===== config.mk =====
export PLATFORM = sky130hd
export DESIGN_NAME = irq_ident_nmi
export DESIGN_NICKNAME = d
export VERILOG_FILES = /design/src/rtl/irqid_pkg.sv /design/src/rtl/irqid_group.sv /design/src/rtl/irqid_unlock.sv /design/src/rtl/irqid_nmi_route.sv /design/src/rtl/irq_ident_nmi.sv
export SDC_FILE = /design/constraint.sdc
export NUM_CORES = 1
export LEC_CHECK = 0
export BUFFER_PORTS_ARGS = -buffer_cell sky130_fd_sc_hd__buf_4
export CAP_MARGIN = 20
export CORE_AREA = 3 3 94 96
export CTS_CLUSTER_DIAMETER = 120
export DETAILED_ROUTE_END_ITERATION = 6
export DIE_AREA = 0 0 97 99
export HOLD_SLACK_MARGIN = 0.02
export PLACE_DENSITY_LB_ADDON = 0.08
export SLEW_MARGIN = 20
export SYNTH_ARGS = -nofsm -noshare
export SYNTH_HDL_FRONTEND = slang
export SYNTH_SLANG_ARGS = --single-unit

===== constraint.sdc =====
create_clock -name clk -period 2.9 [get_ports clk]
set_clock_uncertainty 0.15 [all_clocks]
set_input_delay 0.29 -clock clk [delete_from_list [all_inputs] [get_ports clk]]
set_output_delay 0.29 -clock clk [all_outputs]
set_load 0.005 [all_outputs]

===== src/rtl/irqid_pkg.sv =====
package irqid_pkg;

    localparam int NUM_IRQ  = 32;
    localparam int SRC_W    = 4;
    localparam int SEL_W    = $clog2(NUM_IRQ);
    localparam int NKEY     = 3;
    localparam int STEP_W   = $clog2(NKEY + 1);
    localparam int EN_BIT   = 8;
    localparam int CTRL_WORD = NUM_IRQ;

    typedef struct packed {
        logic             en;
        logic [SEL_W-1:0] sel;
    } nmi_ctrl_t;

    // Groups that are held permanently quiet.
    function automatic logic is_reserved(input int n);
        case (n)
            16, 17, 20, 21, 22, 23, 24, 27, 30, 31: return 1'b1;
            default: return (n >= NUM_IRQ);
        endcase
    endfunction

    // Which sub-source bits exist for each group.
    function automatic logic [SRC_W-1:0] live_mask(input int n);
        if (is_reserved(n)) return '0;
        case (n)
            4:       return 4'b0011;
            5:       return 4'b0111;
            6, 7:    return 4'b1111;
            default: return 4'b0001;
        endcase
    endfunction

    // Unlock key bytes in required order.
    function automatic logic [7:0] key_byte(input int i);
        case (i)
            0:       return 8'h59;
            1:       return 8'h16;
            default: return 8'h88;
        endcase
    endfunction

endpackage


===== src/rtl/irqid_group.sv =====
module irqid_group
    import irqid_pkg::*;
#(
    parameter logic [SRC_W-1:0] LIVE = '0
) (
    input  logic             clk,
    input  logic             rst,
    input  logic [SRC_W-1:0] flags,
    output logic [SRC_W-1:0] ident_q,
    output logic             irq_q
);
    logic [SRC_W-1:0] masked;
    assign masked = flags & LIVE;

    always_ff @(posedge clk) begin
        if (rst) begin
            ident_q <= '0;
            irq_q   <= 1'b0;
        end else begin
            ident_q <= masked;
            irq_q   <= |masked;
        end
    end
endmodule


===== src/rtl/irqid_unlock.sv =====
module irqid_unlock
    import irqid_pkg::*;
(
    input  logic       clk,
    input  logic       rst,
    input  logic       wr,
    input  logic [7:0] wdata,
    output logic       open
);
    logic [STEP_W-1:0] step_q, step_d;
    logic              hit_next;

    always_comb begin
        hit_next = (int'(step_q) < NKEY) && (wdata == key_byte(int'(step_q)));
        step_d   = step_q;
        if (wr) begin
            if (hit_next)                 step_d = step_q + 1'b1;
            else if (wdata == key_byte(0)) step_d = STEP_W'(1);
            else                          step_d = '0;
        end
    end

    always_ff @(posedge clk) begin
        if (rst) step_q <= '0;
        else     step_q <= step_d;
    end

    assign open = (int'(step_q) == NKEY);
endmodule


===== src/rtl/irqid_nmi_route.sv =====
module irqid_nmi_route
    import irqid_pkg::*;
(
    input  logic               clk,
    input  logic               rst,
    input  logic               ctrl_wr,
    input  logic [SEL_W-1:0]   wr_sel,
    input  logic               wr_en,
    input  logic               open,
    input  logic [NUM_IRQ-1:0] irq_vec,
    output nmi_ctrl_t          ctrl_q,
    output logic               nmi
);
    always_ff @(posedge clk) begin
        if (rst) begin
            ctrl_q <= '0;
        end else if (ctrl_wr) begin
            ctrl_q.sel <= wr_sel;
            if (open) ctrl_q.en <= wr_en;
        end
    end

    assign nmi = ctrl_q.en & irq_vec[ctrl_q.sel];
endmodule


===== src/rtl/irq_ident_nmi.sv =====
module irq_ident_nmi
    import irqid_pkg::*;
#(
    parameter int ADDR_W = 8,
    parameter int DATA_W = 32
) (
    input  logic                     clk,
    input  logic                     rst,
    input  logic [NUM_IRQ*SRC_W-1:0] src_in,
    input  logic                     bus_wr,
    input  logic [ADDR_W-1:0]        bus_addr,
    input  logic [DATA_W-1:0]        bus_wdata,
    output logic [DATA_W-1:0]        bus_rdata,
    input  logic                     prot_wr,
    input  logic [7:0]               prot_wdata,
    output logic                     prot_open,
    output logic [NUM_IRQ-1:0]       irq_out,
    output logic                     nmi_out
);
    localparam int WORD_W = ADDR_W - 2;

    logic [SRC_W-1:0] ident [NUM_IRQ];
    logic [WORD_W-1:0] word;
    logic             aligned;
    logic             ctrl_hit;
    nmi_ctrl_t        ctrl_q;
    logic             ctrl_en;

    assign word     = bus_addr[ADDR_W-1:2];
    assign aligned  = (bus_addr[1:0] == 2'b00);
    assign ctrl_hit = aligned && (int'(word) == CTRL_WORD);

    for (genvar g = 0; g < NUM_IRQ; g++) begin : g_grp
        irqid_group #(.LIVE(live_mask(g))) u_grp (
            .clk     (clk),
            .rst     (rst),
            .flags   (src_in[g*SRC_W +: SRC_W]),
            .ident_q (ident[g]),
            .irq_q   (irq_out[g])
        );
    end

    irqid_unlock u_unlock (
        .clk   (clk),
        .rst   (rst),
        .wr    (prot_wr),
        .wdata (prot_wdata),
        .open  (prot_open)
    );

    irqid_nmi_route u_route (
        .clk     (clk),
        .rst     (rst),
        .ctrl_wr (bus_wr && ctrl_hit),
        .wr_sel  (bus_wdata[SEL_W-1:0]),
        .wr_en   (bus_wdata[EN_BIT]),
        .open    (prot_open),
        .irq_vec (irq_out),
        .ctrl_q  (ctrl_q),
        .nmi     (nmi_out)
    );

    assign ctrl_en = ctrl_q.en;

    always_comb begin
        bus_rdata = '0;
        if (aligned && int'(word) < NUM_IRQ) begin
            bus_rdata[SRC_W-1:0] = ident[word[SEL_W-1:0]];
        end else if (ctrl_hit) begin
            bus_rdata[SEL_W-1:0] = ctrl_q.sel;
            bus_rdata[EN_BIT]    = ctrl_q.en;
        end
    end

    logic unused_wdata;
    assign unused_wdata = ^{bus_wdata[DATA_W-1:EN_BIT+1], bus_wdata[EN_BIT-1:SEL_W]};
endmodule


==> impl_metrics.env <==
export IMPL_final_antenna_net_count=0
export IMPL_gp_congestion=0.7760
export IMPL_cts_setup_buffers=0
export IMPL_synth_edf_count=0
export IMPL_synth_cell_types=43
export IMPL_place_hpwl_um=4610
export IMPL_syn_inst=274
export IMPL_h_tree_depth=2
export IMPL_via_per_inst=4.313
export IMPL_switching_share=0.2400
export IMPL_outcome="finished, final reports clean"
export IMPL_finalCriticalPeriod_ns=2.283
export IMPL_p_seq_frac=0.490
export IMPL_grt_pass1_wl_um=9190
export IMPL_seq_area_frac_synth=0.3489
export IMPL_coreArea_sq_mm=0.008134
export IMPL_maxCapViolCount=0
export IMPL_startpoint_type="flip-flop"
export IMPL_drt_pre_antenna_iters=5
export IMPL_p_comb_frac=0.143
export IMPL_p_leak_uw=0.001335
export IMPL_drive_above_1_share=0.3065
export IMPL_grt_pass1_vias=1810
export IMPL_async_flop_share=0
export IMPL_setup_worst_path_end_class="output pin"
export IMPL_grt_overflow_total=0
export IMPL_clock_tree_root_cell="clkbuf_8"
export IMPL_cts_clk_slew_worst_paths_ns=0.08
export IMPL_portBuffers=86
export IMPL_drt_initial_drc_count=63
export IMPL_cts_resized=0
export IMPL_numCtsBuffers=5
export IMPL_dieArea_sq_mm=0.009603
export IMPL_wl_per_cell_um=13.10
export IMPL_total_power_uw=1292
export IMPL_ys_warn_count=0
export IMPL_drcViolationCount=0
export IMPL_wirelength_um=5777
export IMPL_synth_seq_cells=43
export IMPL_fin_nets=520
export IMPL_peakVddDrop_mv=0.2055
export IMPL_hold_buffers=0
export IMPL_synthFlopType="dfxtp_1"
export IMPL_switchingPower_uw=310.0
export IMPL_netlist_area_sq_mm=0.002467
export IMPL_io_pins=246
export IMPL_finalMaxSlewViolations=0
export IMPL_finalSetupViolCount=0
export IMPL_rows=33
export IMPL_antenna_found_initial=0
export IMPL_pwr_share_clk=0.367
export IMPL_cts_path_max_buffers=2
export IMPL_cp_required_ns=2.46
export IMPL_fmax_ghz=0.4380
export IMPL_grtUsageTotal=0.1174
export IMPL_avgSynthCellArea_sq_um=9.005
export IMPL_start_util=0.3033
export IMPL_clock_sinks=43
export IMPL_grt_max_degree=42
export IMPL_min_period_over_period=0.7873
export IMPL_tritoncts="done"
export IMPL_hold_viol=0
export IMPL_fin_cells=441
export IMPL_worstSetupPathType="reg -> out"
export IMPL_clk_latency_ns=0.29
export IMPL_internal_power_uw=981.7
export IMPL_n_antenna_cell=0
export IMPL_p_per_area_mw_per_mm2=427.7
export IMPL_critPathArrivalTime_ns=1.84
export IMPL_die_width_um=97
export IMPL_dp_cells=433
export IMPL_rsz0062_at_grt="false"
export IMPL_critPathMaxFanout=5
export IMPL_tns_ns=0
export IMPL_num_vias=1902
export IMPL_syn_to_final_growth_pct=22.41
export IMPL_min_path_type="in -> reg"
export IMPL_dieHeight_um=99
path summary, 6_finish.rpt:
check / startpoint / end / slack [ns] / depth (start not counted)
worst max-delay path: u_route.ctrl_q[0] / nmi_out / 0.62 / 6
worst min-delay path: src_in[52] / g_grp[13].u_grp.ident_q[0] / 0.05 / 2
worst max register to register: u_unlock.step_q[0] / u_unlock.step_q[0] / 0.96 / 6
worst min register to register: u_route.ctrl_q[4] / u_route.ctrl_q[4] / 0.37 / 2
stage by stage:
step           setup slack, ns  hold slack (ns)  cell area, sq um  utilization
2_1_floorplan            1.055           0.2184              2599            -
3_3_place_gp            0.8649           0.3516              2908       0.3575
3_5_place_dp            0.8594           0.3551              2908       0.3575
4_1_cts                 0.5552          0.04399              3020       0.3713
5_1_grt                 0.4413          0.04528              3020       0.3713
6_report                0.6168          0.05347              3020       0.3713
registers in the layout, summed over array words and instances, names as in the netlist:
name and cells:
u_route.ctrl_q 6, u_unlock.step_q 2, g_grp.u_grp.ident_q 30, g_grp.u_grp.irq_q 5
power groups by stage:
stage,registers (uW),logic (uW),clock network (uW)
final,633,185,474
after global placement,648,186,0
after CTS,634,187,487
after floorplan,641,140,0
after global routing,637,206,513
after detailed placement,648,186,0
critical path, cell delays in order (launching register included):
cell and delay, ns:
dfxtp_1 0.53, mux4_2 0.56, nor2b_1 0.12, a21oi_1 0.05, nand3_1 0.08, nand3_1 0.08, buf_4 0.14
cell type report:
type / instances / area, sq um
clock buffers: 5 / 68.82
clock inverters: 3 / 43.79
multi-input cells: 194 / 1244
well taps: 105 / 131.4
fillers: 862 / 5114
flip-flops and latches: 43 / 860.8
inverters: 3 / 11.26
repair buffers: 88 / 660.6
cell usage after synthesis (2+ instances only):
cell type	instances	area (sq um)
and2_1	2	12.51
nor3_1	2	10.01
o21ai_1	2	10.01
a21oi_1	12	60.06
nand2_1	10	37.54
nor2b_1	37	231.5
and4b_1	2	20.02
buf_4	58	435.4
nor2_1	11	41.29
mux2i_1	16	160.2
nand2b_1	4	25.02
ha_1	5	62.56
nand3b_1	5	37.54
a22o_1	3	26.28
clkbuf_1	5	18.77
or3_1	2	12.51
buf_2	5	25.02
mux4_2	3	67.56
nor4_1	3	18.77
a31oi_1	2	12.51
nand3_1	17	85.08
dfxtp_1	43	860.8
nor3b_1	2	15.01
inv_1	3	11.26
mux2_2	2	22.52
per-layer routing:
metal	wire, um	part of all wire	global-route usage
met1	2565	0.44	0.1522
met2	2582	0.45	0.1842
met3	603	0.10	0.04742
met4	25	0.0043	0.02592
met5	0	0	0
kinds of logic (layout without fill, tap and decap cells):
family	Yosys count	in the layout	synth area share
compound gates	27	27	0.07556
simple gates	103	103	0.2388
xor+xnor	1	1	0.003550
buf+inv	72	99	0.2003
mux	22	22	0.1060
other cells	1	36	0.001520
fa+ha+maj	5	5	0.02535
flops	43	43	0.3489
layout by cell type, fill, tap and decap left out, types with 3 or more instances in the layout:
cell	n
mux4_2	3
dfxtp_1	43
nand2_1	10
nand3_1	17
a21oi_1	12
buf_4	88
nand2b_1	4
inv_1	3
clkbuf_8	5
nand3b_1	5
nor2_1	11
mux2i_1	16
nor4_1	3
nor2b_1	37
conb_1	36
ha_1	5
a22o_1	3
Note: power is estimated with default switching activity, not from simulation.
